--- src/rtl/evt_pkg.sv ---
package evt_pkg;
  typedef enum logic [1:0] {
    GREG_CTRL = 2'd0,
    GREG_OVF  = 2'd1,
    GREG_MASK = 2'd2,
    GREG_OVR  = 2'd3
  } greg_e;

  typedef enum logic [1:0] {
    CWORD_CFG = 2'd0,
    CWORD_CNT = 2'd1,
    CWORD_R2  = 2'd2,
    CWORD_R3  = 2'd3
  } cword_e;

  localparam int unsigned CTRL_EN_BIT  = 0;
  localparam int unsigned CTRL_RST_BIT = 1;
  localparam int unsigned OVR_GATE_BIT = 3;
endpackage

--- src/rtl/evt_counter.sv ---
module evt_counter #(
  parameter int unsigned CNT_W  = 32,
  parameter int unsigned DATA_W = 32,
  parameter int unsigned NEV    = 16,
  localparam int unsigned SEL_W = $clog2(NEV)
) (
  input  logic              clk,
  input  logic              rst_n,
  input  logic [NEV-1:0]    events,
  input  logic              glob_en,
  input  logic              gate_open,
  input  logic              clr_all,
  input  logic              cfg_we,
  input  logic              cnt_we,
  input  logic [DATA_W-1:0] wdata,
  output logic [CNT_W-1:0]  count,
  output logic              en,
  output logic [SEL_W-1:0]  sel,
  output logic              wrap
);
  function automatic logic [CNT_W-1:0] bump(input logic [CNT_W-1:0] v);
    return v + CNT_W'(1);
  endfunction

  function automatic logic at_top(input logic [CNT_W-1:0] v);
    return &v;
  endfunction

  logic [CNT_W-1:0] count_q;
  logic             en_q;
  logic [SEL_W-1:0] sel_q;
  logic             tick;
  logic             wr_ok;

  assign tick  = glob_en & en_q & events[sel_q];
  assign wr_ok = cnt_we & gate_open;
  assign wrap  = tick & ~clr_all & ~wr_ok & at_top(count_q);

  always_ff @(posedge clk or negedge rst_n) begin
    if (!rst_n) begin
      count_q <= '0;
    end else if (clr_all) begin
      count_q <= '0;
    end else if (wr_ok) begin
      count_q <= wdata[CNT_W-1:0];
    end else if (tick) begin
      count_q <= bump(count_q);
    end
  end

  always_ff @(posedge clk or negedge rst_n) begin
    if (!rst_n) begin
      en_q  <= 1'b0;
      sel_q <= '0;
    end else if (cfg_we) begin
      en_q  <= wdata[DATA_W-1];
      sel_q <= wdata[SEL_W-1:0];
    end
  end

  assign count = count_q;
  assign en    = en_q;
  assign sel   = sel_q;
endmodule

--- src/rtl/evt_regs.sv ---
module evt_regs
  import evt_pkg::*;
#(
  parameter int unsigned NCNT   = 8,
  parameter int unsigned DATA_W = 32,
  parameter int unsigned ADDR_W = 20,
  parameter int unsigned WIN_W  = 16,
  localparam int unsigned WN_W  = ADDR_W - WIN_W
) (
  input  logic              clk,
  input  logic              rst_n,
  input  logic              wr_en,
  input  logic [ADDR_W-1:0] wr_addr,
  input  logic [DATA_W-1:0] wr_data,
  input  logic [NCNT-1:0]   wrap,
  output logic [NCNT-1:0]   cfg_we,
  output logic [NCNT-1:0]   cnt_wr,
  output logic              glob_en,
  output logic              clr_all,
  output logic              ovr_gate,
  output logic [NCNT-1:0]   ovf_q,
  output logic [NCNT-1:0]   mask_q,
  output logic              irq
);
  logic [WN_W-1:0] win;
  logic [1:0]      word;
  logic            glob_hit;
  logic [NCNT-1:0] w1c;

  assign win      = wr_addr[ADDR_W-1:WIN_W];
  assign word     = wr_addr[3:2];
  assign glob_hit = wr_en && (win == WN_W'(NCNT));

  for (genvar j = 0; j < NCNT; j++) begin : g_dec
    assign cfg_we[j] = wr_en && (win == WN_W'(j)) && (cword_e'(word) == CWORD_CFG);
    assign cnt_wr[j] = wr_en && (win == WN_W'(j)) && (cword_e'(word) == CWORD_CNT);
  end

  assign w1c = (glob_hit && greg_e'(word) == GREG_OVF) ? wr_data[NCNT-1:0] : '0;

  always_ff @(posedge clk or negedge rst_n) begin
    if (!rst_n) begin
      glob_en  <= 1'b0;
      clr_all  <= 1'b0;
      ovr_gate <= 1'b0;
      mask_q   <= '0;
      ovf_q    <= '0;
    end else begin
      clr_all <= 1'b0;
      if (glob_hit) begin
        unique case (greg_e'(word))
          GREG_CTRL: begin
            glob_en <= wr_data[CTRL_EN_BIT];
            clr_all <= wr_data[CTRL_RST_BIT];
          end
          GREG_MASK: mask_q   <= wr_data[NCNT-1:0];
          GREG_OVR:  ovr_gate <= wr_data[OVR_GATE_BIT];
          default: ;
        endcase
      end
      ovf_q <= (ovf_q & ~w1c) | wrap;
    end
  end

  assign irq = |(ovf_q & mask_q);
endmodule

--- src/rtl/evt_rdmux.sv ---
module evt_rdmux
  import evt_pkg::*;
#(
  parameter int unsigned NCNT   = 8,
  parameter int unsigned CNT_W  = 32,
  parameter int unsigned DATA_W = 32,
  parameter int unsigned ADDR_W = 20,
  parameter int unsigned WIN_W  = 16,
  parameter int unsigned SEL_W  = 4,
  localparam int unsigned WN_W  = ADDR_W - WIN_W
) (
  input  logic [ADDR_W-1:0]           rd_addr,
  input  logic [NCNT-1:0][CNT_W-1:0]  cnt_q,
  input  logic [NCNT-1:0]             cfg_en,
  input  logic [NCNT-1:0][SEL_W-1:0]  cfg_sel,
  input  logic                        glob_en,
  input  logic                        clr_all,
  input  logic                        ovr_gate,
  input  logic [NCNT-1:0]             ovf_q,
  input  logic [NCNT-1:0]             mask_q,
  output logic [DATA_W-1:0]           rd_data
);
  logic [WN_W-1:0] win;
  logic [1:0]      word;

  assign win  = rd_addr[ADDR_W-1:WIN_W];
  assign word = rd_addr[3:2];

  always_comb begin
    rd_data = '0;
    if (win == WN_W'(NCNT)) begin
      unique case (greg_e'(word))
        GREG_CTRL: begin
          rd_data[CTRL_EN_BIT]  = glob_en;
          rd_data[CTRL_RST_BIT] = clr_all;
        end
        GREG_OVF:  rd_data[NCNT-1:0] = ovf_q;
        GREG_MASK: rd_data[NCNT-1:0] = mask_q;
        GREG_OVR:  rd_data[OVR_GATE_BIT] = ovr_gate;
        default: ;
      endcase
    end else begin
      for (int j = 0; j < NCNT; j++) begin
        if (win == WN_W'(j)) begin
          if (cword_e'(word) == CWORD_CFG) begin
            rd_data[SEL_W-1:0] = cfg_sel[j];
            rd_data[DATA_W-1]  = cfg_en[j];
          end else if (cword_e'(word) == CWORD_CNT) begin
            rd_data[CNT_W-1:0] = cnt_q[j];
          end
        end
      end
    end
  end
endmodule

--- src/rtl/evt_cnt_bank.sv ---
module evt_cnt_bank #(
  parameter int unsigned NCNT   = 8,
  parameter int unsigned CNT_W  = 32,
  parameter int unsigned DATA_W = 32,
  parameter int unsigned NEV    = 16,
  parameter int unsigned ADDR_W = 20,
  parameter int unsigned WIN_W  = 16,
  localparam int unsigned SEL_W = $clog2(NEV)
) (
  input  logic              clk,
  input  logic              rst_n,
  input  logic [NEV-1:0]    events,
  input  logic              wr_en,
  input  logic [ADDR_W-1:0] wr_addr,
  input  logic [DATA_W-1:0] wr_data,
  input  logic [ADDR_W-1:0] rd_addr,
  output logic [DATA_W-1:0] rd_data,
  output logic              irq
);
  logic [NCNT-1:0][CNT_W-1:0] cnt_q;
  logic [NCNT-1:0][SEL_W-1:0] cfg_sel;
  logic [NCNT-1:0]            cfg_en;
  logic [NCNT-1:0]            cfg_we;
  logic [NCNT-1:0]            cnt_wr;
  logic [NCNT-1:0]            wrap;
  logic [NCNT-1:0]            ovf_q;
  logic [NCNT-1:0]            mask_q;
  logic                       glob_en;
  logic                       clr_all;
  logic                       ovr_gate;
  logic                       gate_open;

  assign gate_open = glob_en | ovr_gate;

  evt_regs #(
    .NCNT(NCNT), .DATA_W(DATA_W), .ADDR_W(ADDR_W), .WIN_W(WIN_W)
  ) u_regs (
    .clk(clk), .rst_n(rst_n), .wr_en(wr_en), .wr_addr(wr_addr),
    .wr_data(wr_data), .wrap(wrap), .cfg_we(cfg_we), .cnt_wr(cnt_wr),
    .glob_en(glob_en), .clr_all(clr_all), .ovr_gate(ovr_gate),
    .ovf_q(ovf_q), .mask_q(mask_q), .irq(irq)
  );

  for (genvar j = 0; j < NCNT; j++) begin : g_cnt
    evt_counter #(
      .CNT_W(CNT_W), .DATA_W(DATA_W), .NEV(NEV)
    ) u_cnt (
      .clk(clk), .rst_n(rst_n), .events(events), .glob_en(glob_en),
      .gate_open(gate_open), .clr_all(clr_all), .cfg_we(cfg_we[j]),
      .cnt_we(cnt_wr[j]), .wdata(wr_data), .count(cnt_q[j]),
      .en(cfg_en[j]), .sel(cfg_sel[j]), .wrap(wrap[j])
    );
  end

  evt_rdmux #(
    .NCNT(NCNT), .CNT_W(CNT_W), .DATA_W(DATA_W), .ADDR_W(ADDR_W),
    .WIN_W(WIN_W), .SEL_W(SEL_W)
  ) u_rd (
    .rd_addr(rd_addr), .cnt_q(cnt_q), .cfg_en(cfg_en), .cfg_sel(cfg_sel),
    .glob_en(glob_en), .clr_all(clr_all), .ovr_gate(ovr_gate),
    .ovf_q(ovf_q), .mask_q(mask_q), .rd_data(rd_data)
  );
endmodule

--- config.mk ---
export PLATFORM = sky130hd
export DESIGN_NAME = evt_cnt_bank
export DESIGN_NICKNAME = d
export VERILOG_FILES = /design/src/rtl/evt_pkg.sv /design/src/rtl/evt_counter.sv /design/src/rtl/evt_regs.sv /design/src/rtl/evt_rdmux.sv /design/src/rtl/evt_cnt_bank.sv
export SDC_FILE = /design/constraint.sdc
export NUM_CORES = 1
export LEC_CHECK = 0
export ABC_CLOCK_PERIOD_IN_PS = 2800
export BUFFER_PORTS_ARGS = -buffer_cell sky130_fd_sc_hd__clkbuf_2
export CORE_MARGIN = 5
export CORE_UTILIZATION = 50
export DETAILED_ROUTE_END_ITERATION = 7
export PLACE_DENSITY = 0.63
export SYNTH_ARGS = -nofsm -noshare
export SYNTH_HDL_FRONTEND = slang
export SYNTH_SLANG_ARGS = --single-unit
--- constraint.sdc ---
create_clock -name clk -period 2.8 [get_ports clk]
set_clock_uncertainty 0.15 [all_clocks]
set_input_delay 0.28 -clock clk [delete_from_list [all_inputs] [get_ports clk]]
set_output_delay 0.28 -clock clk [all_outputs]
set_load 0.005 [all_outputs]
# Yosys cells after proc, flatten, opt, wreduce, memory -nomap -nowiden

Index checks and enable logic that the tools add are counted.

Logic and storage cells: 281
Input bits: 91
Output and inout bits: 33
Register bits after elaboration: 315

Add/subtract/negate cells: 8
Reduce and logical (&&, ||, !) cells: 50
Equal/unequal tests: 22
Order comparisons: 8
Bitwise gates (word level): 62
Mux-type cells: 102

Operators by type and width:

| cell                  | count |
|---|---|
| $mux 32               | 53 |
| $add 32x1->32 const B | 8 |
| $reduce_and 32->1     | 8 |
| $mux 27               | 8 |
| $and 1x1->1           | 48 |
| $lt 4x5->1 const B    | 8 |
| $bmux 1 s4            | 8 |
| $eq 4x3->1 const B    | 8 |
| $mux 4                | 8 |
| $logic_and 1x1->1     | 26 |
| $mux 24               | 1 |
| $reduce_bool 3->1     | 8 |
| $mux 1                | 18 |
| $and 8x8->8           | 2 |
| $eq 4x2->1 const B    | 4 |
| $mux 8                | 2 |
| $not 1->1             | 9 |
| $eq 2x2->1 const B    | 4 |
| $eq 4x1->1 const B    | 2 |
| $eq 4x4->1 const B    | 2 |
| $logic_not 4->1       | 2 |
| $not 8->8             | 1 |
| $or 8x8->8            | 1 |
| $pmux 4 s2            | 1 |
| other kinds (8)       | 12 |

# Depth between registers and ports, before layout

Depth after elaboration: 39
Mapped depth: 10
Depth with buffers taken out: 8

# Cells and area by module

A second synthesis with hierarchy kept.

Cell total of the unflattened synthesis: 2572
Area total of the unflattened synthesis: 22641.7 µm²

Modules (own cells, without submodules):

| module       | seq. area each (µm²) | area each (µm²) | cells an instance | instances |
|---|---|---|---|---|
| evt_counter  | 925.9                | 2318.5          | 256               | 8 |
| evt_rdmux    | 0.0                  | 3118.0          | 427               | 1 |
| evt_regs     | 475.5                | 969.7           | 96                | 1 |
| evt_cnt_bank | 0.0                  | 6.3             | 1                 | 1 |

# Worst setup path after synthesis

No wires, ideal clock.

Path kind: input-to-output
From: input rd_addr[3]
To: output rd_data[12]
Arrival: 1.974 ns
Slack: 0.396 ns
Path buffers: 1
Stages on the path: 9
Required time: 2.370 ns
Cells stage by stage: inv_1 ha_1 nand2b_1 clkbuf_1 nor2_1 a22o_1 a221o_1 a221oi_1 o31ai_1

Longest elaborated chain between the ends: 39
Elaborated cells on any way between the ends: 40

Ends and longest elaborated chain:

| what                  | RTL line           | source |
|---|---|---|
| start, declared       | evt_cnt_bank.sv:16 | `input logic [ADDR_W-1:0] rd_addr,` |
| $eq 2x1->1            | evt_rdmux.sv:48    | `end else if (cword_e'(word) == CWORD_CNT) begin` |
| $mux 32               | evt_rdmux.sv:48    |  |
| $mux 32 (3 in series) | --                 |  |
| $mux 27               | evt_rdmux.sv:45    | `if (cword_e'(word) == CWORD_CFG) begin` |
| $mux 32               | evt_rdmux.sv:44    | `if (win == WN_W'(j)) begin` |
| $mux 32               | evt_rdmux.sv:31    | `if (win == WN_W'(NCNT)) begin` |
| $mux 32               | evt_rdmux.sv:48    |  |
| $mux 27               | evt_rdmux.sv:45    |  |
| [... 21 more ...]     | --                 |  |
| $mux 32               | evt_rdmux.sv:44    |  |
| $mux 32               | evt_rdmux.sv:31    |  |
| $mux 27               | evt_rdmux.sv:45    |  |
| $mux 32               | evt_rdmux.sv:44    |  |
| $mux 32               | evt_rdmux.sv:48    |  |
| $mux 27               | evt_rdmux.sv:45    |  |
| $mux 32 *             | evt_rdmux.sv:44    |  |
| $mux 24 *             | evt_rdmux.sv:31    |  |
| end, declared         | evt_cnt_bank.sv:17 | `output logic [DATA_W-1:0] rd_data,` |

Mark *: on every way between the ends. The rest lies on a longest branch, timed or not. The select of a mux whose other input is x is not followed.

# Final worst setup path

From: input rd_addr[2]
To: output rd_data[6]

Longest elaborated chain between the ends: 39
Elaborated cells on any way between the ends: 42

Ends and longest elaborated chain:

| what                  | RTL line |
|---|---|
| $eq 2x1->1            | evt_rdmux.sv:32, evt_rdmux.sv:48 |
| $mux 32               | evt_rdmux.sv:48 |
| $mux 32 (3 in series) | -- |
| $mux 27               | evt_rdmux.sv:45 |
| $mux 32               | evt_rdmux.sv:44 |
| $mux 32               | evt_rdmux.sv:31 |
| $mux 32               | evt_rdmux.sv:48 |
| $mux 27               | evt_rdmux.sv:45 |
| [... 21 more ...]     | -- |
| $mux 32               | evt_rdmux.sv:44 |
| $mux 32               | evt_rdmux.sv:31 |
| $mux 27               | evt_rdmux.sv:45 |
| $mux 32               | evt_rdmux.sv:44 |
| $mux 32               | evt_rdmux.sv:48 |
| $mux 27               | evt_rdmux.sv:45 |
| $mux 32               | evt_rdmux.sv:44 |
| $mux 8 *              | evt_rdmux.sv:31 |

Marked as above.

==> results.tsv <==
stage	metric	value	unit
sta	slew margin rel.	43.0	%
setup_path	worst path arrival time	2.38	ns
setup_path	Setup crit end kind	output port	
sta	TNS Setup	-0.0149	ns
place	detailed placer's ending HPWL	67300	um
floorplan	IO Count	124	
min_path	min-delay worst type	primary input to register	
synthesis	async set-or-reset flop fraction in the synthesized netlist	100	%
global_routing	first-pass GRT wire length	136000	um
floorplan	core area	43400	um2
sta	Slew @ Worst Pin	0.855	ns
floorplan	Die W	220	um
sta	FMAX	0.355	GHz
run	Max-Cap Viols	0	
detailed_routing	DRC Markers	0	
setup_path	crit path launch	rd_addr[2]	
clock_network	H-Tree Level Count	2	
sta	endpoints failing hold	0	
finish	layout cells sized above 1	21.6	%
global_routing	Remaining Overflow, GRT	0	
global_routing	gr busiest metal	met2	
floorplan	die height	220	um
power_and_ir_drop	Sw Pwr	4150	uW
power_and_ir_drop	Flop pwr share	44.5	%
synthesis	mux contribution to synthesized area	6.58	%
setup_path	CP Data Required Time	2.37	ns
detailed_routing	drt pass-1 iters	6	
synthesis	warnings from Yosys	0	
outcome	violated checks	setup timing	
synthesis	largest family of logic cells by synthesized area	compound AO/OA/AOI/OAI gates	
power_and_ir_drop	Pint	9150	uW
global_routing	met3 track demand over resource	8.56	%
synthesis	syn avg cell area	8.99	um2
power_and_ir_drop	Net Sw Frac	31.2	%
synthesis	FF+latch count, synth	315	
finish	final core utilization	59.9	%
outcome	status	finished with violations	
sta	RSZ-0062 raised after global routing	yes	
synthesis	Cells after Synth	2448	
sta	Tmin final	2.81	ns
sta	# setup viols final	1	
synthesis	predominant post-synthesis flop cell	dfrtp_1	
place	GP Congestion	1.05	
synthesis	Post-synth EDFFs	0	
floorplan	FP Rows	76	
detailed_routing	vias per inst	6.96	
clock_network	TritonCTS buffer count	39	
global_routing	largest net degree at the start of global routing	74	
synthesis	sequential area share after synthesis	35.8	%
sta	setup ws final	-0.0149	ns
power_and_ir_drop	Leak	0.0103	uW
synthesis	synthesized area	22000	um2
synthesis	synth unique cells	93	
clock_network	Clock Tree Root	clkbuf_16	
setup_path	FF-to-FF Start	g_cnt[2].u_cnt.sel[0]	
sta	max-slew violations	0	
synthesis	Synth Area in Adders	0.853	%
detailed_routing	DR vias	22400	
detailed_routing	final wirelength	91400	um
place	Port Buffers	95	
power_and_ir_drop	VDD IR max	0.402	mV
power_and_ir_drop	Comb pwr share	16.0	%
sta	Final Cycle Share	101	%
power_and_ir_drop	pwr dens	512	nW/um2
synthesis	Synth Area in XOR/XNOR	8.43	%
clock_network	Max Root-Sink Buffers	3	
setup_path	Crit Path Max Fanout	17	
synthesis	syn nets	2554	
synthesis	simple-gate share of the synthesized area	19.4	%
global_routing	vias in the first global route	21600	
clock_network	CTS tree	done	
power_and_ir_drop	clock share of power	39.5	%
synthesis	compound-cell area share of the yosys netlist	24.4	%
clock_network	Reg clk slew, reported paths	0.06	ns
setup_path	Setup Crit Path Kind	primary input to output port	
global_routing	initial antenna violation count	3	
finish	area grow syn2layout	18.0	%
detailed_routing	post-route ant nets	0	
detailed_routing	Iter 0 DRT Violations	3027	
clock_network	CTS Sinks	315	
finish	fill count	3804	
detailed_routing	drt wl/cell	28.4	um
finish	# nets final	2710	
clock_network	later-pin clock latency in the skew report	0.58	ns
min_path	HP Start	wr_data[21]	
global_routing	met2 Use GR	57.5	%
floorplan	DIE AREA	48300	um2
global_routing	M1 GR Usage	50.5	%
global_routing	gr usage total	37.1	%
setup_path	crit start category	primary input	
floorplan	Starting Density	50.8	%
stage by stage:
stage / total power (uW) / std cells / instance area (um2) / hold WS (ns) / setup WS, ns
2_1_floorplan: 6980 / 2448 / 22000 / -0.166 / 0.396
5_1_grt: 13700 / 3217 / 26000 / 0.0370 / -0.0329
6_report: 13300 / 3218 / 26000 / 0.0398 / -0.0149
3_3_place_gp: 7910 / 3138 / 24300 / 0.176 / -0.204
3_5_place_dp: 7980 / 3138 / 24300 / 0.191 / -0.260
4_1_cts: 13200 / 3214 / 25800 / 0.0105 / 0.000627
synth_stat cells, types with 11 or more instances:
library cell | count | area share, %
nand2_1 | 192 | 3.3
and2_1 | 33 | 0.94
and4_1 | 18 | 0.72
o211ai_1 | 28 | 0.95
and3_1 | 63 | 1.8
nor2_1 | 214 | 3.6
a2111oi_2 | 34 | 2.3
a21oi_1 | 86 | 2.0
ha_1 | 15 | 0.85
o21ai_0 | 127 | 2.9
a211oi_1 | 138 | 4.7
a221oi_1 | 22 | 0.88
a31oi_1 | 11 | 0.31
mux2_2 | 54 | 2.8
a22o_1 | 19 | 0.76
nor4_1 | 20 | 0.57
dfrtp_1 | 315 | 36
a221o_1 | 12 | 0.55
mux4_2 | 24 | 2.5
nor3_1 | 30 | 0.68
nand4_1 | 73 | 2.1
xnor2_1 | 97 | 3.9
nor2b_1 | 15 | 0.43
nand3_1 | 101 | 2.3
inv_1 | 43 | 0.73
buf_1 | 22 | 0.38
o2111ai_1 | 35 | 1.4
or3_1 | 14 | 0.40
xor2_1 | 115 | 4.6
mux2i_1 | 30 | 1.4
clkbuf_1 | 129 | 2.2
o22ai_1 | 53 | 1.5
a22oi_1 | 80 | 2.7
buf_2 | 33 | 0.75
final cells by class:
cell class	count	area, um2	share of cell area [%]
tap	585	732	2.82
clock buffer	57	1160	4.45
multi-input combinational	1895	13400	51.8
sequential	315	7890	30.4
inverter	43	161	0.621
clock inverter	11	130	0.501
timing repair buffer	310	2460	9.46
antenna	2	5.00	0.0193
what timing repair did:
| item | in CTS | in global routing |
|---|---|---|
| hold endpoints to repair | 70 | 0 |
| buffers inserted | 0 | 2 |
| pin swaps | 0 | 5 |
| hold buffers | 8 | 0 |
| resized for setup | 18 | 51 |
| setup endpoints to repair | 26 | 48 |
placed cells by master (no fill, tap or decap), drive strengths merged, types with 12 or more instances in the layout:
cell,count
nor4,22
a22o,19
a221oi,23
a21oi,87
o21ai,130
mux2,54
dfrtp,315
xnor2,97
ha,15
a211oi,141
a22oi,82
o22ai,55
and2,34
nor3,32
mux4,24
nor2,215
and4,19
a2111oi,42
or3,14
inv,43
o2111ai,35
and3,64
xor2,115
nand2,192
nor2b,15
buf,208
nand4,74
clkbuf,151
o211ai,29
a221o,12
nand3,104
mux2i,30
worst max-delay path, stage by stage:
cell	delay, ns
clkbuf_2	0.12
buf_4	0.16
ha_2	0.21
buf_4	0.16
and2_1	0.21
buf_12	0.18
a22o_1	0.22
a221oi_1	0.40
o21ai_2	0.17
buf_4	0.17
clkbuf_2	0.10
worst paths after layout:
check / cells past startpoint / to / slack, ns
setup / recovery: 11 / rd_data[6] / -0.01
hold reg to reg: 2 / u_regs.ovf_q[6] / 0.38
setup reg to reg: 7 / g_cnt[2].u_cnt.count[17] / 0.14
hold / removal: 3 / g_cnt[3].u_cnt.count[21] / 0.04
max in group asynchronous: 3 / g_cnt[1].u_cnt.sel[0] / 1.56
min in group asynchronous: 2 / g_cnt[6].u_cnt.sel[2] / 0.15
state kept, by name, indices dropped and copies added (netlist names):
| register | cells |
|---|---|
| u_regs.clr_all | 1 |
| u_regs.mask_q | 8 |
| g_cnt.u_cnt.sel | 32 |
| u_regs.glob_en | 1 |
| g_cnt.u_cnt.count | 256 |
| g_cnt.u_cnt.en | 8 |
| u_regs.ovr_gate | 1 |
| u_regs.ovf_q | 8 |
kinds of logic (layout without fill, tap and decap cells):
logic type / after synthesis / in the layout
XOR/XNOR: 212 / 212
AND/OR/NAND/NOR: 837 / 837
AO/OA/AOI/OAI: 723 / 723
other: 0 / 2
multiplexers: 108 / 108
flip-flops: 315 / 315
adder cells (fa/ha/maj): 15 / 15
buffers and inverters: 238 / 421
routing by layer:
layer | share of wire (%) | up-vias
met4 | 4.6 | 2
met3 | 12 | 246
li1 | - | 9630
met5 | 0.015 | -
met2 | 44 | 1411
met1 | 39 | 11100
power groups by stage:
stage | combinational [uW] | sequential [uW] | clock, uW
after floorplan | 1390 | 5590 | 0
after global placement | 1980 | 5930 | 0
after detailed placement | 2040 | 5940 | 0
after CTS | 2070 | 5870 | 5280
after global routing | 2290 | 5980 | 5450
final | 2130 | 5920 | 5260
No activity file was read; power rests on OpenSTA's default activity.
